==> src/rtl/hzfw_pkg.sv <==
package hzfw_pkg;
    parameter int XLEN = 32;
    parameter int RW   = 5;
    parameter int TW   = 1;
    parameter int NSTG = 3;
    parameter int SELW = $clog2(NSTG + 1);
    parameter int RUNW = $clog2(NSTG + 2);

    typedef struct packed {
        logic          we;
        logic [TW-1:0] tid;
        logic [RW-1:0] rd;
    } dtag_t;
endpackage

==> src/rtl/hzfw_tag_pipe.sv <==
module hzfw_tag_pipe
    import hzfw_pkg::*;
(
    input  logic                   clk,
    input  logic                   rst_n,
    input  logic                   issue_i,
    input  dtag_t                  new_tag_i,
    output dtag_t [NSTG-1:0]       stg_o
);
    typedef struct packed {
        dtag_t [NSTG-1:0] stg;
    } pipe_st_t;

    pipe_st_t state_d, state_q;

    always_comb begin
        state_d = state_q;
        for (int k = NSTG - 1; k > 0; k--) begin
            state_d.stg[k] = state_q.stg[k-1];
        end
        if (issue_i) begin
            state_d.stg[0] = new_tag_i;
        end else begin
            state_d.stg[0] = '0;
        end
    end

    always_ff @(posedge clk or negedge rst_n) begin
        if (!rst_n) begin
            state_q <= '0;
        end else begin
            state_q <= state_d;
        end
    end

    assign stg_o = state_q.stg;

    // a held or empty decode slot must leave a write-disabled bubble behind
    assert_bubble_R7: assert property (@(posedge clk) disable iff (!rst_n)
        !issue_i |=> !stg_o[0].we);

    // a tag taken at issue reappears one slot further down on the next edge
    assert_advance_R7: assert property (@(posedge clk) disable iff (!rst_n)
        issue_i |=> stg_o[0] == $past(new_tag_i));
endmodule

==> src/rtl/hzfw_opnd_sel.sv <==
module hzfw_opnd_sel
    import hzfw_pkg::*;
(
    input  logic                           clk,
    input  logic                           rst_n,
    input  logic [TW-1:0]                  tid_i,
    input  logic [RW-1:0]                  rs_i,
    input  dtag_t [NSTG-1:0]               stg_i,
    input  logic [NSTG-1:0]                rdy_i,
    input  logic [NSTG-1:0][XLEN-1:0]      data_i,
    input  logic [XLEN-1:0]                rf_i,
    output logic [SELW-1:0]                sel_o,
    output logic [XLEN-1:0]                data_o,
    output logic                           wait_o
);
    logic [NSTG-1:0] hit;
    logic            rs_zero;

    assign rs_zero = (rs_i == '0);

    for (genvar k = 0; k < NSTG; k++) begin : g_cmp
        assign hit[k] = stg_i[k].we && !rs_zero &&
                        (stg_i[k].rd == rs_i) && (stg_i[k].tid == tid_i);

        // a chosen slot must carry the same thread, register and write flag
        assert_thread_match_R2: assert property (@(posedge clk) disable iff (!rst_n)
            (sel_o == SELW'(k + 1)) |->
                (stg_i[k].we && stg_i[k].tid == tid_i && stg_i[k].rd == rs_i));
    end

    always_comb begin
        sel_o  = '0;
        data_o = rs_zero ? '0 : rf_i;
        wait_o = 1'b0;
        // walk oldest to youngest so the closest producer is the last to win
        for (int k = NSTG - 1; k >= 0; k--) begin
            if (hit[k]) begin
                sel_o  = SELW'(k + 1);
                data_o = data_i[k];
                wait_o = !rdy_i[k];
            end
        end
    end

    assert_zero_reg_R3: assert property (@(posedge clk) disable iff (!rst_n)
        (rs_i == '0) |-> (sel_o == '0 && data_o == '0 && !wait_o));

    assert_wait_has_src_R6: assert property (@(posedge clk) disable iff (!rst_n)
        wait_o |-> (sel_o != '0));
endmodule

==> src/rtl/hzfw_unit.sv <==
module hzfw_unit
    import hzfw_pkg::*;
(
    input  logic                   clk,
    input  logic                   rst_n,
    input  logic                   dec_valid,
    input  logic [TW-1:0]          dec_tid,
    input  logic [RW-1:0]          dec_rs_a,
    input  logic [RW-1:0]          dec_rs_b,
    input  logic                   dec_we,
    input  logic [RW-1:0]          dec_rd,
    input  logic [XLEN-1:0]        rf_data_a,
    input  logic [XLEN-1:0]        rf_data_b,
    input  logic [NSTG-1:0]        stg_rdy,
    input  logic [NSTG*XLEN-1:0]   stg_data,
    output logic [XLEN-1:0]        op_a,
    output logic [XLEN-1:0]        op_b,
    output logic [SELW-1:0]        sel_a,
    output logic [SELW-1:0]        sel_b,
    output logic                   stall
);
    localparam int NOPND = 2;

    dtag_t [NSTG-1:0]             stg_tag;
    dtag_t                        new_tag;
    logic                         issue;
    logic [NSTG-1:0][XLEN-1:0]    data_arr;
    logic [NOPND-1:0][RW-1:0]     rs_arr;
    logic [NOPND-1:0][XLEN-1:0]   rf_arr;
    logic [NOPND-1:0][XLEN-1:0]   op_arr;
    logic [NOPND-1:0][SELW-1:0]   sel_arr;
    logic [NOPND-1:0]             wait_arr;

    for (genvar k = 0; k < NSTG; k++) begin : g_bus
        assign data_arr[k] = stg_data[k*XLEN +: XLEN];
    end

    assign rs_arr = {dec_rs_b, dec_rs_a};
    assign rf_arr = {rf_data_b, rf_data_a};

    for (genvar p = 0; p < NOPND; p++) begin : g_opnd
        hzfw_opnd_sel u_sel (
            .clk    (clk),
            .rst_n  (rst_n),
            .tid_i  (dec_tid),
            .rs_i   (rs_arr[p]),
            .stg_i  (stg_tag),
            .rdy_i  (stg_rdy),
            .data_i (data_arr),
            .rf_i   (rf_arr[p]),
            .sel_o  (sel_arr[p]),
            .data_o (op_arr[p]),
            .wait_o (wait_arr[p])
        );
    end

    assign stall   = dec_valid && (|wait_arr);
    assign issue   = dec_valid && !stall;
    assign new_tag = '{we: dec_we, tid: dec_tid, rd: dec_rd};

    hzfw_tag_pipe u_pipe (
        .clk       (clk),
        .rst_n     (rst_n),
        .issue_i   (issue),
        .new_tag_i (new_tag),
        .stg_o     (stg_tag)
    );

    assign op_a  = op_arr[0];
    assign op_b  = op_arr[1];
    assign sel_a = sel_arr[0];
    assign sel_b = sel_arr[1];

    // consecutive stall cycles, kept only to bound the stall window
    logic [RUNW-1:0] run_d, run_q;

    always_comb begin
        run_d = run_q;
        if (!stall) begin
            run_d = '0;
        end else if (run_q != RUNW'(NSTG + 1)) begin
            run_d = run_q + 1'b1;
        end
    end

    always_ff @(posedge clk or negedge rst_n) begin
        if (!rst_n) begin
            run_q <= '0;
        end else begin
            run_q <= run_d;
        end
    end

    assert_stall_valid_R8: assert property (@(posedge clk) disable iff (!rst_n)
        !dec_valid |-> !stall);

    assert_stall_bound_R10: assert property (@(posedge clk) disable iff (!rst_n)
        stall |-> (run_q < RUNW'(NSTG)));
endmodule

==> config.mk <==
export PLATFORM = sky130hd
export DESIGN_NAME = hzfw_unit
export DESIGN_NICKNAME = d
export VERILOG_FILES = /design/src/rtl/hzfw_pkg.sv /design/src/rtl/hzfw_tag_pipe.sv /design/src/rtl/hzfw_opnd_sel.sv /design/src/rtl/hzfw_unit.sv
export SDC_FILE = /design/constraint.sdc
export NUM_CORES = 1
export LEC_CHECK = 0
export ABC_AREA = 1
export BUFFER_PORTS_ARGS = -buffer_cell sky130_fd_sc_hd__buf_4
export CORE_AREA = 2 2 97 99
export CTS_CLUSTER_DIAMETER = 120
export DETAILED_ROUTE_END_ITERATION = 8
export DIE_AREA = 0 0 99 101
export PLACE_DENSITY = 0.78
export SYNTH_ARGS = -nofsm -noshare
export SYNTH_HDL_FRONTEND = slang
export SYNTH_SLANG_ARGS = --single-unit
==> constraint.sdc <==
create_clock -name clk -period 2.8 [get_ports clk]
set_input_delay 0.56 -clock clk [delete_from_list [all_inputs] [get_ports clk]]
set_output_delay 0.56 -clock clk [all_outputs]
set_load 0.02 [all_outputs]
==> impl_results.md, run 1 <==
* Synth Area in Simple Gates at 0.494
* Clock root cell: clkbuf_8
* PwrDens at 214 nW/um^2
* CTS clk-pin slew, worst paths at 0.08 ns
* Gate Count Post-Synth at 596
* Power Internal at 0.775 mW
* Post-CTS Setup Bufs at 0
* Post-synth ARST share at 1.00
* Resized Gates After CTS at 0
* WL per Instance at 17.5 um
* Worst Hold Class: input pin to asynchronous set/reset pin
* Post-synth top area share at 0.157
* First-pass GRT wire length at 25400 um
* Path depth of the worst reg2reg path at 11
* Vias in the first global route at 5258
* Fin crit period at 2.69 ns
* WL final at 16500 um
* Worst-skew pair later-pin latency at 0.26 ns
* Synthesized area per cell at 5.95 um^2
* Final setup TNS at 0 ns
* Outcome: completed
* Count leader, synth: nand2_1
* Seq/Total Area, Yosys at 0.148
* Total grt overflow at 0
* Synth Area in Compound Gates at 0.211
* Initial antenna violation count at 1
* Final setup fails at 0
* TritonCTS Buffers at 3
* Antenna-violating nets left at 0
* Cell Rows at 35
* Post-Synth Adder-Cell Area at 0
* Critical path arrival at 2.13 ns
* Data required time at the worst endpoint at 2.24 ns
* GP Congestion at 0.933
* Placed insts at 937
* Dpl cell area at 5610 um^2
* # clock sinks at 21
* Vias/cell at 5.72
* Final Hold Viols at 0
* Largest register FFs at 21
* Worst-path maximum fanout at 19
* Net Switching at 0.441 mW
* Mux cell area share after synthesis at 0
* Crit start category: input pin
* Clock network fraction of total power at 0.159
* Area Growth Syn to Fin at 60.3%
* Gr usage total at 0.307
* Die area at 10000 um^2
* Main synth FF type: dfrtp_1
* Via Count at 5392
* Layout cell share with drive strength beyond 1 at 0.394
* Max_slew headroom at 0.730
* Synthesized cell area at 3540 um^2
* RSZ-0062 raised after global routing: true
* Synth Area in XOR/XNOR at 0.0222
* Net Sw Frac at 0.363
* IO buf count at 251
* Final net count at 1014
* Clock Path Buffers at 2
* Ys Warns at 0
* Synth cell count leaders: nand2_1 (148), nand3_1 (76), nor2_1 (53)
* Die height at 101 um
* HPWL after DPL at 12700 um
* Fin util at 0.633
* Number of I/O pins at 252
* Final Max Tran Viols at 0
* Drt first-iter violations at 327
* DRC Markers at 0
* CTS tree: yes
* Crit. Startpoint: dec_rs_b[2]
* Final cell count without fillers at 942
* Reg-to-reg startpoint: u_pipe.stg_o[7]$_DFF_PN0_
* Fmax at 372 MHz
* Starting Density at 0.395
* Pleak at 2.92 nW
* Maximum number of pins on one net before global-route repair at 35
* RR Endpoint: u_pipe.stg_o[5]$_DFF_PN0_
* CP endpoint kind: primary output
* Top cells by area, synth: nand2_1 (16%), dfrtp_1 (15%), nand3_1 (11%)
* Largest family of logic cells by synthesized area: simple AND/OR/NAND/NOR gates
* Cell variety after synth at 32
* FF+latch count, synth at 21
* Actual slew at the worst max-slew pin at 0.405 ns
* EDFF count, synth at 0
* DRT Pass-1 Iters at 5
* R2r setup slk at 0.88 ns
* Combinational power share at 0.565
* CORE AREA at 8980 um^2
* Finished Cell Area at 5680 um^2
* Max cap viols at 0
* Peak VDD IR at 0.303 mV
* Setup crit end: stall
* H-tree Lvls at 1
* Mapped Nets at 779
* Flop pwr share at 0.275
* Die W at 99 um
* Area leader, netlist: nand2_1
* CTS Hold Buffers Added at 0
* Tcrit/Tclk final at 0.960
* Setup Crit Path Kind: input pin to primary output
* Skew final at 0.00650 ns
how the worst min path moves through the flow:
| stage | start | to | depth (start not counted) |
|---|---|---|---|
| global route | rst_n | u_pipe.stg_o[0]$_DFF_PN0_ | 1 |
| finish | rst_n | u_pipe.stg_o[3]$_DFF_PN0_ | 1 |
| CTS | rst_n | u_pipe.stg_o[3]$_DFF_PN0_ | 1 |
| detailed placement | u_pipe.stg_o[13]$_DFF_PN0_ | u_pipe.stg_o[20]$_DFF_PN0_ | 0 |
| global placement | u_pipe.stg_o[13]$_DFF_PN0_ | u_pipe.stg_o[20]$_DFF_PN0_ | 0 |
| floorplan | rst_n | u_pipe.stg_o[0]$_DFF_PN0_ | 0 |
cell type report:
cell class	count	area, um^2
Antenna cell	1	2.50
Clock buffer	3	41.3
Clock inverter	1	5.00
Fill cell	842	3300
Timing Repair Buffer	278	2200
Inverter	40	158
Tap cell	111	139
Multi-Input combinational cell	487	2610
Sequential cell	21	526
cells in the final DEF (no fill, tap or decap), types with 22 or more instances in the layout:
cell / n
buf_4: 268
nand2_1: 148
nand3_1: 75
nor2_1: 52
a21oi_1: 35
nand4_1: 34
o22a_1: 32
a31oi_1: 31
inv_1: 27
nor3_1: 22
layer usage:
| layer | GRT usage | vias to the layer above | share of wire |
|---|---|---|---|
| li1 | - | 2549 | - |
| met4 | 0.100 | 0 | 0.022 |
| met1 | 0.381 | 2484 | 0.38 |
| met2 | 0.543 | 328 | 0.50 |
| met3 | 0.0506 | 31 | 0.093 |
| met5 | 0 | - | 0 |
power groups by stage:
stage | logic, mW | registers (mW) | clock network, mW
2_1_floorplan | 0.294 | 0.337 | 0
3_3_place_gp | 0.676 | 0.340 | 0
3_5_place_dp | 0.679 | 0.341 | 0
4_1_cts | 0.682 | 0.335 | 0.199
5_1_grt | 0.736 | 0.338 | 0.212
6_report | 0.687 | 0.335 | 0.194
cell families (layout without fill, tap and decap cells):
| group | count (synthesis) | after routing |
|---|---|---|
| AO/OA/AOI/OAI | 115 | 115 |
| XOR/XNOR | 9 | 9 |
| buffers and inverters | 88 | 322 |
| flip-flops | 21 | 21 |
| AND/OR/NAND/NOR | 363 | 363 |
| other | 0 | 1 |
critical path, cell delays in order:
cell	delay [ns]
buf_4	0.13
inv_2	0.08
nand2_1	0.07
a21oi_2	0.17
nand2_1	0.09
nor2_2	0.15
nand2_4	0.09
buf_4	0.23
nand2_1	0.09
nand3_1	0.10
a31oi_1	0.20
buf_4	0.17
through the flow:
step	worst slack, ns	hold WS (ns)	power, mW
2_1_floorplan	0.391	0.264	0.631
3_3_place_gp	0.104	0.360	1.02
3_5_place_dp	0.0837	0.362	1.02
4_1_cts	0.0765	0.177	1.22
5_1_grt	-0.0441	0.185	1.29
6_report	0.112	0.174	1.22
No activity file was read; power rests on OpenSTA's default activity.
==> run 2, diff against run 1 <==
--- a/config.mk
+++ b/config.mk
@@ -7,11 +7,11 @@
 export LEC_CHECK = 0
 export ABC_AREA = 1
 export BUFFER_PORTS_ARGS = -buffer_cell sky130_fd_sc_hd__buf_4
-export CORE_AREA = 2 2 97 99
+export CORE_MARGIN = 2
+export CORE_UTILIZATION = 34
 export CTS_CLUSTER_DIAMETER = 120
 export DETAILED_ROUTE_END_ITERATION = 8
-export DIE_AREA = 0 0 99 101
-export PLACE_DENSITY = 0.78
+export PLACE_DENSITY = 0.69
 export SYNTH_ARGS = -nofsm -noshare
 export SYNTH_HDL_FRONTEND = slang
 export SYNTH_SLANG_ARGS = --single-unit
==> run 2 against run 1 <==
Total power decreased by 0.78%. Cell area rose by 0.29%. Maximum frequency rose by 1.4%. Critical path depth down 1.
==> impl_results.md, run 2 (same netlist as run 1, synthesis figures left out) <==
* Outcome: completed
* Peak VDD IR at 0.273 mV
* CP bufs+invs at 3
* Fin crit period at 2.65 ns
* Final Hold Viols at 0
* Placed insts at 957
* Data required time at the worst endpoint at 2.24 ns
* Gr usage total at 0.277
* WL per Instance at 17.3 um
* Register Area at 526 um^2
* Most used cell, CP: buf_4
* Fin util at 0.557
* Vias in the first global route at 5070
* Final setup TNS at 0 ns
* Setup Crit Path Kind: input pin to primary output
* Finished Cell Area at 5700 um^2
* Tcrit/Tclk final at 0.947
* HPWL after DPL at 12500 um
* WL final at 16600 um
* DRT Pass-1 Iters at 5
* Clock root cell: clkbuf_8
* Starting Density at 0.346
* TritonCTS Buffers at 3
* Skew final at 0.000492 ns
* Largest register FFs at 21
* Final Max Tran Viols at 0
* CTS clk-pin slew, worst paths at 0.07 ns
* CTS tree: yes
* Clock Path Buffers at 2
* Critical path arrival at 2.09 ns
* CORE AREA at 10200 um^2
* Worst-skew pair later-pin latency at 0.25 ns
* First-pass GRT wire length at 25700 um
* Fmax at 377 MHz
* CP peak stage delay at 0.31 ns
* GP Congestion at 0.924
* CTS Hold Buffers Added at 0
* Total grt overflow at 0
* Final cell count without fillers at 962
* Max cap viols at 0
* Actual slew at the worst max-slew pin at 0.371 ns
* Number of I/O pins at 252
* Power Total at 1.21 mW
* H-tree Lvls at 1
* Drt first-iter violations at 375
* Initial antenna violation count at 0
* Worst-path maximum fanout at 22
* Worst setup margin at 0.149 ns
* Largest delay share family, worst path: simple AND/OR/NAND/NOR gates
* ANT cells at 0
* Pleak at 2.90 nW
* Cell Rows at 37
* CP endpoint kind: primary output
* Dpl cell area at 5620 um^2
* Vias/cell at 5.51
* Worst path cell trace: buf_4 -> nor2_1 -> nand2_1 -> nor2_4 -> nor2_2 -> nand3_4 -> buf_4 -> nand3_1 -> nand3_1 -> o22a_1 -> buf_4
* Slowest-stage cell, CP: buf_4
* # clock sinks at 21
* Die area at 11300 um^2
* RSZ-0062 raised after global routing: false
* Via Count at 5300
* Area of the multi-input gates at 2590 um^2
* Final net count at 1010
* Die W at 106 um
* Layout cell share with drive strength beyond 1 at 0.385
* Hold slack at 0.178 ns
* Area Growth Syn to Fin at 60.7%
* DRC Markers at 0
* Commonest non-fill, non-tap cell in the layout: buf_4
* Max_slew headroom at 0.752
* FILL cells at 1024
* Maximum number of pins on one net before global-route repair at 46
* PwrDens at 212 nW/um^2
* Post-CTS Setup Bufs at 0
* Die height at 106 um
* Worst Hold Class: input pin to asynchronous set/reset pin
* Crit start category: input pin
* Antenna-violating nets left at 0
* Commonest cells after routing, fill and taps aside: buf_4 (261), nand2_1 (148), nand3_1 (75), nor2_1 (53), a21oi_1 (36)
* Pre-CTS setup slack at 0.123 ns
* Final setup fails at 0
* IO buf count at 251
-- run 2: what timing repair did --
action / CTS / global route
resized for setup: 0 / 1
endpoints found under the hold margin: 0 / 0
setup endpoints to repair: 0 / 4
-- run 2: worst reg2reg max path: cells and delay by family, from the launching register on --
family / cells / cell delay [ns]
flip-flops: 1 / 0.44
AND/OR/NAND/NOR: 8 / 0.98
AO/OA/AOI/OAI: 1 / 0.12
buffers and inverters: 2 / 0.27
-- run 2: final cells by class --
cell class | count | area share
multi-input combinational | 487 | 0.454
tap | 136 | 0.0299
sequential | 21 | 0.0922
inverter | 40 | 0.0268
clock buffer | 4 | 0.00791
timing repair buffer | 274 | 0.389
-- run 2: final timing paths --
check	start	end	slack, ns	depth (start not counted)
min	rst_n	u_pipe.stg_o[3]$_DFF_PN0_	0.18	1
min in group clk	u_pipe.stg_o[13]$_DFF_PN0_	u_pipe.stg_o[20]$_DFF_PN0_	0.38	0
max reg2reg	u_pipe.stg_o[10]$_DFF_PN0_	u_pipe.stg_o[5]$_DFF_PN0_	0.91	11
max in group asynchronous	rst_n	u_pipe.stg_o[20]$_DFF_PN0_	2.41	1
min reg2reg	u_pipe.stg_o[13]$_DFF_PN0_	u_pipe.stg_o[20]$_DFF_PN0_	0.38	0
max	dec_rs_a[2]	op_a[13]	0.15	11
-- run 2: per-layer routing --
layer / track usage / part of all wire / vias to the layer above
met2: 0.506 / 0.50 / 278
met1: 0.350 / 0.40 / 2448
li1: - / - / 2544
met4: 0.0602 / 0.021 / 0
met3: 0.0288 / 0.079 / 30
met5: 0 / 0 / -
-- run 2: report_power, final --
part	internal, mW	leakage (nW)	switching (mW)	total, mW
sequential	0.320	0.271	0.0156	0.336
clock	0.101	0.0228	0.0874	0.188
combinational	0.354	2.61	0.328	0.682
